<file path="src/rtl/frx_pkg.sv">
package frx_pkg;
    localparam int unsigned DATA_W   = 24;
    localparam int unsigned CRC_W    = 8;
    localparam int unsigned FRAME_W  = DATA_W + CRC_W;
    localparam logic [CRC_W-1:0] CRC_POLY = 8'h07;
    localparam int unsigned SYNC_STAGES = 2;
endpackage

</file>
<file path="src/rtl/frx_sync.sv">
module frx_sync #(
    parameter int unsigned W      = 1,
    parameter int unsigned STAGES = 2,
    parameter logic [W-1:0] RST_VAL = '0
) (
    input  logic         clk,
    input  logic         rst_n,
    input  logic [W-1:0] d,
    output logic [W-1:0] q
);
    logic [STAGES-1:0][W-1:0] stg_d, stg_q;

    always_comb begin
        stg_d[0] = d;
        for (int i = 1; i < STAGES; i++) begin
            stg_d[i] = stg_q[i-1];
        end
    end

    always_ff @(posedge clk or negedge rst_n) begin
        if (!rst_n) begin
            for (int i = 0; i < STAGES; i++) begin
                stg_q[i] <= RST_VAL;
            end
        end else begin
            stg_q <= stg_d;
        end
    end

    assign q = stg_q[STAGES-1];
endmodule

</file>
<file path="src/rtl/frx_shift.sv">
module frx_shift #(
    parameter int unsigned DATA_W = frx_pkg::DATA_W,
    parameter int unsigned CRC_W  = frx_pkg::CRC_W,
    parameter logic [CRC_W-1:0] POLY = frx_pkg::CRC_POLY,
    localparam int unsigned FRAME_W = DATA_W + CRC_W,
    localparam int unsigned CNT_W   = $clog2(FRAME_W + 2)
) (
    input  logic               clk,
    input  logic               rst_n,
    input  logic               start,
    input  logic               bit_en,
    input  logic               bit_in,
    output logic [CNT_W-1:0]   bit_cnt,
    output logic [FRAME_W-1:0] shreg,
    output logic [CRC_W-1:0]   crc_calc
);
    localparam logic [CNT_W-1:0] CNT_MAX  = '1;
    localparam logic [CNT_W-1:0] DATA_CNT = CNT_W'(DATA_W);

    typedef struct packed {
        logic [FRAME_W-1:0] sh;
        logic [CNT_W-1:0]   cnt;
        logic [CRC_W-1:0]   crc;
    } shift_st_t;

    shift_st_t st_d, st_q;

    function automatic logic [CRC_W-1:0] crc_step(input logic [CRC_W-1:0] c, input logic b);
        logic fb;
        fb = c[CRC_W-1] ^ b;
        return {c[CRC_W-2:0], 1'b0} ^ (fb ? POLY : '0);
    endfunction

    always_comb begin
        st_d = st_q;
        if (start) begin
            st_d = '0;
        end else if (bit_en) begin
            st_d.sh = {st_q.sh[FRAME_W-2:0], bit_in};
            if (st_q.cnt != CNT_MAX) begin
                st_d.cnt = st_q.cnt + 1'b1;
            end
            if (st_q.cnt < DATA_CNT) begin
                st_d.crc = crc_step(st_q.crc, bit_in);
            end
        end
    end

    always_ff @(posedge clk or negedge rst_n) begin
        if (!rst_n) begin
            st_q <= '0;
        end else begin
            st_q <= st_d;
        end
    end

    assign bit_cnt  = st_q.cnt;
    assign shreg    = st_q.sh;
    assign crc_calc = st_q.crc;
endmodule

</file>
<file path="src/rtl/frame_rx.sv">
module frame_rx #(
    parameter int unsigned DATA_W = frx_pkg::DATA_W,
    parameter int unsigned CRC_W  = frx_pkg::CRC_W,
    parameter logic [CRC_W-1:0] POLY = frx_pkg::CRC_POLY,
    parameter int unsigned SYNC_STAGES = frx_pkg::SYNC_STAGES
) (
    input  logic              clk,
    input  logic              rst_n,
    input  logic              sclk,
    input  logic              csn,
    input  logic              sdi,
    input  logic              status_rd,
    output logic              upd_valid,
    output logic [DATA_W-1:0] upd_data,
    output logic              stat_err,
    output logic              fault_n
);
    localparam int unsigned FRAME_W = DATA_W + CRC_W;
    localparam int unsigned CNT_W   = $clog2(FRAME_W + 2);
    localparam logic [CNT_W-1:0] LEN_PLAIN = CNT_W'(DATA_W);
    localparam logic [CNT_W-1:0] LEN_CHECK = CNT_W'(FRAME_W);

    typedef struct packed {
        logic              csn_prev;
        logic              sclk_prev;
        logic              upd_valid;
        logic [DATA_W-1:0] upd_data;
        logic              err;
    } rx_st_t;

    rx_st_t st_d, st_q;

    logic               csn_s, sclk_s, sdi_s;
    logic [CNT_W-1:0]   bit_cnt;
    logic [FRAME_W-1:0] shreg;
    logic [CRC_W-1:0]   crc_calc;
    logic               csn_rise, csn_fall, bit_en;
    logic               is_plain, is_check, crc_ok, crc_fail, take;
    logic [DATA_W-1:0]  word;

    frx_sync #(
        .W      (3),
        .STAGES (SYNC_STAGES),
        .RST_VAL(3'b100)
    ) u_sync (
        .clk  (clk),
        .rst_n(rst_n),
        .d    ({csn, sclk, sdi}),
        .q    ({csn_s, sclk_s, sdi_s})
    );

    frx_shift #(
        .DATA_W(DATA_W),
        .CRC_W (CRC_W),
        .POLY  (POLY)
    ) u_shift (
        .clk     (clk),
        .rst_n   (rst_n),
        .start   (csn_fall),
        .bit_en  (bit_en),
        .bit_in  (sdi_s),
        .bit_cnt (bit_cnt),
        .shreg   (shreg),
        .crc_calc(crc_calc)
    );

    always_comb begin
        csn_rise = csn_s & ~st_q.csn_prev;
        csn_fall = ~csn_s & st_q.csn_prev;
        bit_en   = st_q.sclk_prev & ~sclk_s & ~csn_s;

        is_plain = (bit_cnt == LEN_PLAIN);
        is_check = (bit_cnt == LEN_CHECK);
        crc_ok   = (shreg[CRC_W-1:0] == crc_calc);
        crc_fail = csn_rise & is_check & ~crc_ok;
        take     = csn_rise & (is_plain | (is_check & crc_ok));
        word     = is_plain ? shreg[DATA_W-1:0] : shreg[FRAME_W-1:CRC_W];

        st_d           = st_q;
        st_d.csn_prev  = csn_s;
        st_d.sclk_prev = sclk_s;
        st_d.upd_valid = take;
        if (take) begin
            st_d.upd_data = word;
        end
        st_d.err = crc_fail | (st_q.err & ~status_rd);
    end

    always_ff @(posedge clk or negedge rst_n) begin
        if (!rst_n) begin
            st_q          <= '0;
            st_q.csn_prev <= 1'b1;
        end else begin
            st_q <= st_d;
        end
    end

    assign upd_valid = st_q.upd_valid;
    assign upd_data  = st_q.upd_data;
    assign stat_err  = st_q.err;
    assign fault_n   = ~st_q.err;
endmodule

</file>
<file path="config.mk">
export PLATFORM = sky130hd
export DESIGN_NAME = frame_rx
export DESIGN_NICKNAME = d
export VERILOG_FILES = /design/src/rtl/frx_pkg.sv /design/src/rtl/frx_sync.sv /design/src/rtl/frx_shift.sv /design/src/rtl/frame_rx.sv
export SDC_FILE = /design/constraint.sdc
export NUM_CORES = 1
export LEC_CHECK = 0
export BUFFER_PORTS_ARGS = -buffer_cell sky130_fd_sc_hd__buf_2
export CAP_MARGIN = 40
export CORE_ASPECT_RATIO = 0.6
export CORE_MARGIN = 5
export CORE_UTILIZATION = 40
export CTS_CLUSTER_SIZE = 12
export DETAILED_ROUTE_END_ITERATION = 7
export GPL_TIMING_DRIVEN = 0
export SETUP_SLACK_MARGIN = 0.5
export SLEW_MARGIN = 0
export SYNTH_ARGS = -nofsm -noshare
export SYNTH_HDL_FRONTEND = slang
export SYNTH_SLANG_ARGS = --single-unit
</file>
<file path="constraint.sdc">
create_clock -name clk -period 5.68 [get_ports clk]
set_clock_uncertainty 0.1 [all_clocks]
set_input_delay 0.568 -clock clk [delete_from_list [all_inputs] [get_ports clk]]
set_output_delay 0.568 -clock clk [all_outputs]
set_load 0.01 [all_outputs]
</file>
==> impl_results.md, run 1 <==
- Vias after detailed routing: 2486
- Post-Synthesis Cell Area: 3770 sq um
- Switching share of total power: 0.225
- CTS Hold Bufs: 0
- Hpwl dp: 5460 um
- Num rows: 27
- RePlAce Congestion: 0.771
- WP data arrival: 2.41 ns
- CP max stage cell: nor4b_4
- Clock Path Buffers: 2
- Avg Vias per Cell: 4.87
- Main synth FF type: dfrtp_1
- CTS resizes: 0
- Fmax: 438 MHz
- Postcts setup bufs: 0
- Worst slew pin tran: 0.688 ns
- RSZ-0062 raised after global routing: false
- CP startpoint kind: flop
- Remaining global-route overflow: 0
- Logic pwr share: 0.053
- CP max stage delay: 0.54 ns
- Slew Viols, Final: 0
- Area Overhead vs Synth: 17.4%
- Slew headroom: 0.541
- Ratio of cells with drive above 1 in the final layout: 0.279
- Biggest area consumer among synthesized cells: dfrtp_1
- Final Cycle Share: 0.402
- 1st-iter DRT viols: 222
- Synth cell types: 30
- Worst setup path startpoint: u_shift.bit_cnt[3]$_DFFE_PN0P_
- # H-tree levels: 3
- Largest net degree at the start of global routing: 49
- Sw Pwr: 0.000281 W
- First-pass GRT wire length: 13400 um
- Synth warnings: 0
- Clk pwr share: 0.472
- Seq/Total Area, Yosys: 0.533
- N_diodes: 0
- DRT antenna net count: 0
- Fin. Hold Viols: 0
- Number of cells produced by synthesis: 331
- Worst Setup EP: upd_data[15]$_DFFE_PN0P_
- Core Footprint: 9190 sq um
- Sequential power share: 0.476
- Syn Area/Cell: 11.4 sq um
- Share of flip-flops with an asynchronous set or reset: 1.00
- Most frequent cells in the layout: 77 x dfrtp_1, 67 x nand2_1, 34 x a21oi_1, 31 x buf_2
- Synth top area share: 0.512
- Setup TNS: 0 ns
- Max FO, Critical Path: 10
- Clock sinks: 80
- Setup slack, reg-to-reg: 3.40 ns
- Crit path required time: 5.81 ns
- Total leakage power: 2.21 nW
- Placed Instances: 494
- IO buf count: 32
- Gr usage total: 0.150
- Hold Crit Class: in -> async
- CTS tree: built
- Crit path cell chain: nand2_2 -> nor4b_4 -> buf_6 -> mux2_1 -> mux2_4
- Post-synth EDFFs: 0
- DRC: 0
- Synth Register Bits: 80
- Root buffer cell: clkbuf_16
- Max Cap Violations: 0
- Nets: 383
- Die W: 135 um
- WL per Instance: 15.5 um
- TritonCTS buffer count: 9
- Commonest non-fill, non-tap cell in the layout: dfrtp_1
- Final Util: 0.481
- Clock latency at the later pin of the worst-skew pair: 0.34 ns
- Drt pass-1 iters: 4
- Synth area leaders: dfrtp_1 51%, mux2_4 7.6%, mux2_1 7.5%
- Worst r2r dst: upd_data[15]$_DFFE_PN0P_
- Depth of the worst register-to-register path: 5
- Min Tclk post-route: 2.28 ns
- Die Span Y: 85.2 um
- Initial antenna violation count: 0
- Vias in the first global route: 2567
- Final design area excluding fillers: 4420 sq um
- Finished Layout Cells: 510
- Finish-stage setup viols: 0
- Status: complete, no violations
- Syn_nets: 339
- Placed Area: 4120 sq um
- VDD IR max: 0.128 mV
- Critical Setup Path Class: reg -> reg
- Crit end category: flop
- Starting Density: 0.410
- Ports: 33
- Pwr/cell area: 283 nW/um^2
- Clk slew on worst S/H paths: 0.06 ns
- Worst r2r src: u_shift.bit_cnt[3]$_DFFE_PN0P_
- Die area: 11500 sq um
- Final wirelength: 7920 um
- Internal: 0.000970 W
cells in the mapped netlist (2+ instances only):
master,instances
dfstp_2,3
buf_6,4
mux2_4,19
clkbuf_1,12
buf_4,24
inv_1,6
mux2_2,4
a21oi_1,34
mux2_1,25
nand2_1,67
nand4_1,4
and3_1,2
dfrtp_1,77
ha_1,2
nor2_1,6
a22o_1,8
o21ai_0,6
nand3_1,4
xor2_1,5
xnor2_1,9
cells by family after synthesis:
| group | after synthesis | synth area share |
|---|---|---|
| mux | 48 | 0.162 |
| compound gates | 50 | 0.0761 |
| simple gates | 91 | 0.112 |
| fa+ha+maj | 2 | 0.00664 |
| xor+xnor | 14 | 0.0326 |
| flops | 80 | 0.533 |
| buf+inv | 46 | 0.0777 |
worst min-delay path by stage:
stage | depth (start not counted) | slack, ns | end | startpoint
after floorplan | 0 | 0.17 | st_q[26]$_DFF_PN0_ | rst_n
after global placement | 0 | 0.24 | u_sync.q[1]$_DFF_PN0_ | u_sync.stg_d[4]$_DFF_PN0_
after detailed placement | 0 | 0.24 | u_sync.q[0]$_DFF_PN0_ | u_sync.stg_d[3]$_DFF_PN0_
after CTS | 1 | 0.08 | upd_data[17]$_DFFE_PN0P_ | rst_n
after global routing | 1 | 0.10 | upd_data[17]$_DFFE_PN0P_ | rst_n
final | 1 | 0.07 | upd_data[17]$_DFFE_PN0P_ | rst_n
per-stage QoR:
stage	setup WS (ns)	power [W]	hold slack, ns
2_1_floorplan	3.71	0.000641	0.172
3_3_place_gp	3.33	0.000665	0.236
3_5_place_dp	3.41	0.000671	0.239
4_1_cts	3.40	0.00126	0.0797
5_1_grt	3.29	0.00130	0.102
6_report	3.40	0.00125	0.0700
cell type report:
type / count / area [sq um]
fill: 840 / 4770
sequential: 80 / 2010
multi-input combinational: 205 / 1470
buffer: 40 / 270
clock buffer: 14 / 264
timing repair buffer: 33 / 190
tap: 130 / 163
clock inverter: 2 / 37.5
inverter: 6 / 22.5
power by group through the flow:
stage | clock (W) | combinational (W) | sequential (W)
final | 0.000590 | 0.0000658 | 0.000595
after global routing | 0.000624 | 0.0000744 | 0.000597
after CTS | 0.000602 | 0.0000668 | 0.000595
after detailed placement | 0 | 0.0000662 | 0.000605
after global placement | 0 | 0.0000609 | 0.000604
after floorplan | 0 | 0.0000387 | 0.000602
registers in the layout, summed over array words and instances, names as in the netlist:
name	cells
u_shift.bit_cnt	6
upd_data	24
upd_valid	1
u_shift.crc_calc	8
st_q	2
u_shift.shreg	32
u_sync.stg_d	3
stat_err	1
u_sync.q	3
metal layers:
layer	part of all wire	vias to the layer above	routed length, um	track usage
li1	-	1189	-	-
met1	0.52	1237	4100	0.220
met2	0.42	49	3320	0.210
met3	0.046	11	364	0.0432
met4	0.016	0	130	0.0549
met5	0	-	0	0
worst max-delay path, delay by kind of cell (launching register included):
family / cells / cell delay [ns]
simple gates: 2 / 0.69
buf+inv: 1 / 0.24
flops: 1 / 0.49
mux: 2 / 0.66
(Power assumes the default switching activity.)
==> inputs of run 2 (changes only) <==
- clock period: 5.68 -> 2 ns (I/O delays scaled with it)
==> run 2 against run 1 <==
  * Critical path type unchanged
  * Global-route usage rose by 2.0 points
  * Routed wire length rose by 20%
  * Final area grew 24%
  * Die area stayed put
  * Largest cell class unchanged
  * Sequential power increased to 2.8 times the previous value
  * Utilization up 12 points
  * Non-clock buffer count rose by 37
  * The run now ends with setup timing left
==> impl_results.md, run 2 (synthesis results as in run 1) <==
- Total leakage power: 2.65 nW
- Internal: 0.00290 W
- Ratio of cells with drive above 1 in the final layout: 0.573
- Root buffer cell: clkbuf_16
- Max FO, Critical Path: 10
- Initial antenna violation count: 0
- Vias in the first global route: 2879
- Finish-stage setup viols: 24
- Crit path cell chain: inv_2 -> ha_4 -> nand4_1 -> nor4b_4 -> a21oi_4 -> buf_12 -> mux2_4
- Worst r2r src: u_shift.bit_cnt[1]$_DFFE_PN0P_
- Slew headroom: 0.709
- Multi-input gate area: 1940 sq um
- Critical Setup Path Class: reg -> reg
- Reg area: 2010 sq um
- Nets: 420
- Switching share of total power: 0.242
- Sequential power share: 0.441
- Final wirelength: 9510 um
- Pwr/cell area: 700 nW/um^2
- Crit path required time: 2.12 ns
- Fin. Hold Viols: 0
- Starting Density: 0.410
- Violated checks: setup timing
- VDD IR max: 0.474 mV
- Largest net degree at the start of global routing: 51
- Commonest non-fill, non-tap cell in the layout: dfrtp_1
- Final Cycle Share: 1.04
- Hold Crit Class: in -> async
- Avg Vias per Cell: 5.00
- Final design area excluding fillers: 5480 sq um
- WL per Instance: 17.4 um
- DRT antenna net count: 0
- RePlAce Congestion: 0.792
- Clock Path Buffers: 2
- CP max stage delay: 0.40 ns
- TritonCTS buffer count: 9
- CP max stage cell: dfrtp_1
- Buf/Inv on CP: 2
- CP startpoint kind: flop
- Sw Pwr: 0.000927 W
- Worst slew pin tran: 0.437 ns
- Drt pass-1 iters: 6
- Num rows: 27
- Clock latency at the later pin of the worst-skew pair: 0.34 ns
- RSZ-0062 raised after global routing: true
- Ports: 33
- Clk pwr share: 0.445
- Clock sinks: 80
- Max reg flops: 32
- N_diodes: 0
- Crit end category: flop
- Max Cap Violations: 0
- Clk slew on worst S/H paths: 0.06 ns
- Hpwl dp: 5440 um
- # H-tree levels: 3
- IO buf count: 32
- WP data arrival: 2.20 ns
- Top Family by Delay on Critical Path: simple AND/OR/NAND/NOR gates
- 1st-iter DRT viols: 210
- First-pass GRT wire length: 15300 um
- Min Tclk post-route: 2.07 ns
- Die area: 11500 sq um
- Worst slack at placement: -0.274 ns
- DRC: 0
- Worst r2r dst: upd_data[15]$_DFFE_PN0P_
- Most frequent cells in the layout: 75 x dfrtp_1, 44 x buf_4, 31 x buf_2, 30 x nand2_1, 30 x a21oi_2
- Setup slack, reg-to-reg: -0.07 ns
- Crit path setup slack, layout: -0.0744 ns
- Placed Area: 4130 sq um
- Remaining global-route overflow: 0
- Gr usage total: 0.171
- Core Footprint: 9190 sq um
- CTS tree: built
- Logic pwr share: 0.114
- Status: finished, violations left
- Area Overhead vs Synth: 45.4%
- Depth of the worst register-to-register path: 7
- FILL cells: 716
- Die W: 135 um
- Slew Viols, Final: 0
- Vias after detailed routing: 2735
- Die Span Y: 85.2 um
- Fmax: 482 MHz
==> run 2: changes by cell type in the layout (fill, tap and decap cells not counted), moves of 4 or more <==
cell           change
buf_12             +4
clkbuf_16          +7
nand2_4           +29
nand2_1           -37
o21ai_0            -5
buf_8              +4
a21oi_1           -31
a21oi_2           +29
clkbuf_1          -14
buf_6              +8
buf_4             +19
dlygate4sd3_1      +5
nand2_2            +8
==> run 2: timing repair <==
action	4_1_cts	5_1_grt
resized for setup	145	46
gates cloned	3	0
setup buffers	24	5
hold endpoints to repair	34	0
endpoints found under the setup margin	68	72
hold buffers	5	0
pin swaps	56	9
==> run 2: final cells by class <==
cell class                      instances  area share
Tap cell                              130      0.0297
Clock buffer                           12      0.0468
Buffer                                 40      0.0831
Sequential cell                        80       0.367
Inverter                                6     0.00411
Clock inverter                          4     0.00959
Timing Repair Buffer                   70       0.106
Multi-Input combinational cell        205       0.354
==> run 2: worst max path at each step <==
stage               slack (ns)                           start  cells after the start                  endpoint
CTS                       0.04  u_shift.bit_cnt[0]$_DFFE_PN0P_                      7  upd_data[15]$_DFFE_PN0P_
global route             -0.15    u_shift.shreg[3]$_DFFE_PN0P_                      6  upd_data[10]$_DFFE_PN0P_
floorplan                 0.03  u_shift.bit_cnt[0]$_DFFE_PN0P_                      6   upd_data[3]$_DFFE_PN0P_
detailed placement       -0.27  u_shift.bit_cnt[0]$_DFFE_PN0P_                      6  upd_data[15]$_DFFE_PN0P_
finish                   -0.07  u_shift.bit_cnt[1]$_DFFE_PN0P_                      7  upd_data[15]$_DFFE_PN0P_
global placement         -0.25  u_shift.bit_cnt[3]$_DFFE_PN0P_                      5  upd_data[15]$_DFFE_PN0P_
==> run 2: per-layer routing <==
metal / track usage / up-vias / share of wire
li1: - / 1267 / -
met1: 0.238 / 1402 / 0.47
met2: 0.259 / 53 / 0.48
met3: 0.0456 / 13 / 0.046
met4: 0.0576 / 0 / 0.0097
met5: 0 / - / 0
==> run 2: per-stage QoR <==
| stage | setup TNS (ns) | util | hold WS, ns | std cells | total power, W |
|---|---|---|---|---|---|
| after global routing | -3.33 | 0.596 | 0.258 | 547 | 0.00396 |
| after CTS | 0 | 0.576 | 0.251 | 542 | 0.00377 |
| after global placement | -4.64 | 0.446 | 0.208 | 493 | 0.00189 |
| after detailed placement | -5.41 | 0.449 | 0.0769 | 494 | 0.00191 |
| final | -1.50 | 0.596 | 0.243 | 547 | 0.00383 |
| after floorplan | 0 | - | -0.196 | 331 | 0.00182 |
==> run 2: power groups by stage <==
stage,clock [W],combinational (W),sequential (W)
5_1_grt,0.00179,0.000475,0.00169
6_report,0.00171,0.000438,0.00169
3_3_place_gp,0,0.000175,0.00172
2_1_floorplan,0,0.000111,0.00171
4_1_cts,0.00172,0.000364,0.00169
3_5_place_dp,0,0.000191,0.00172
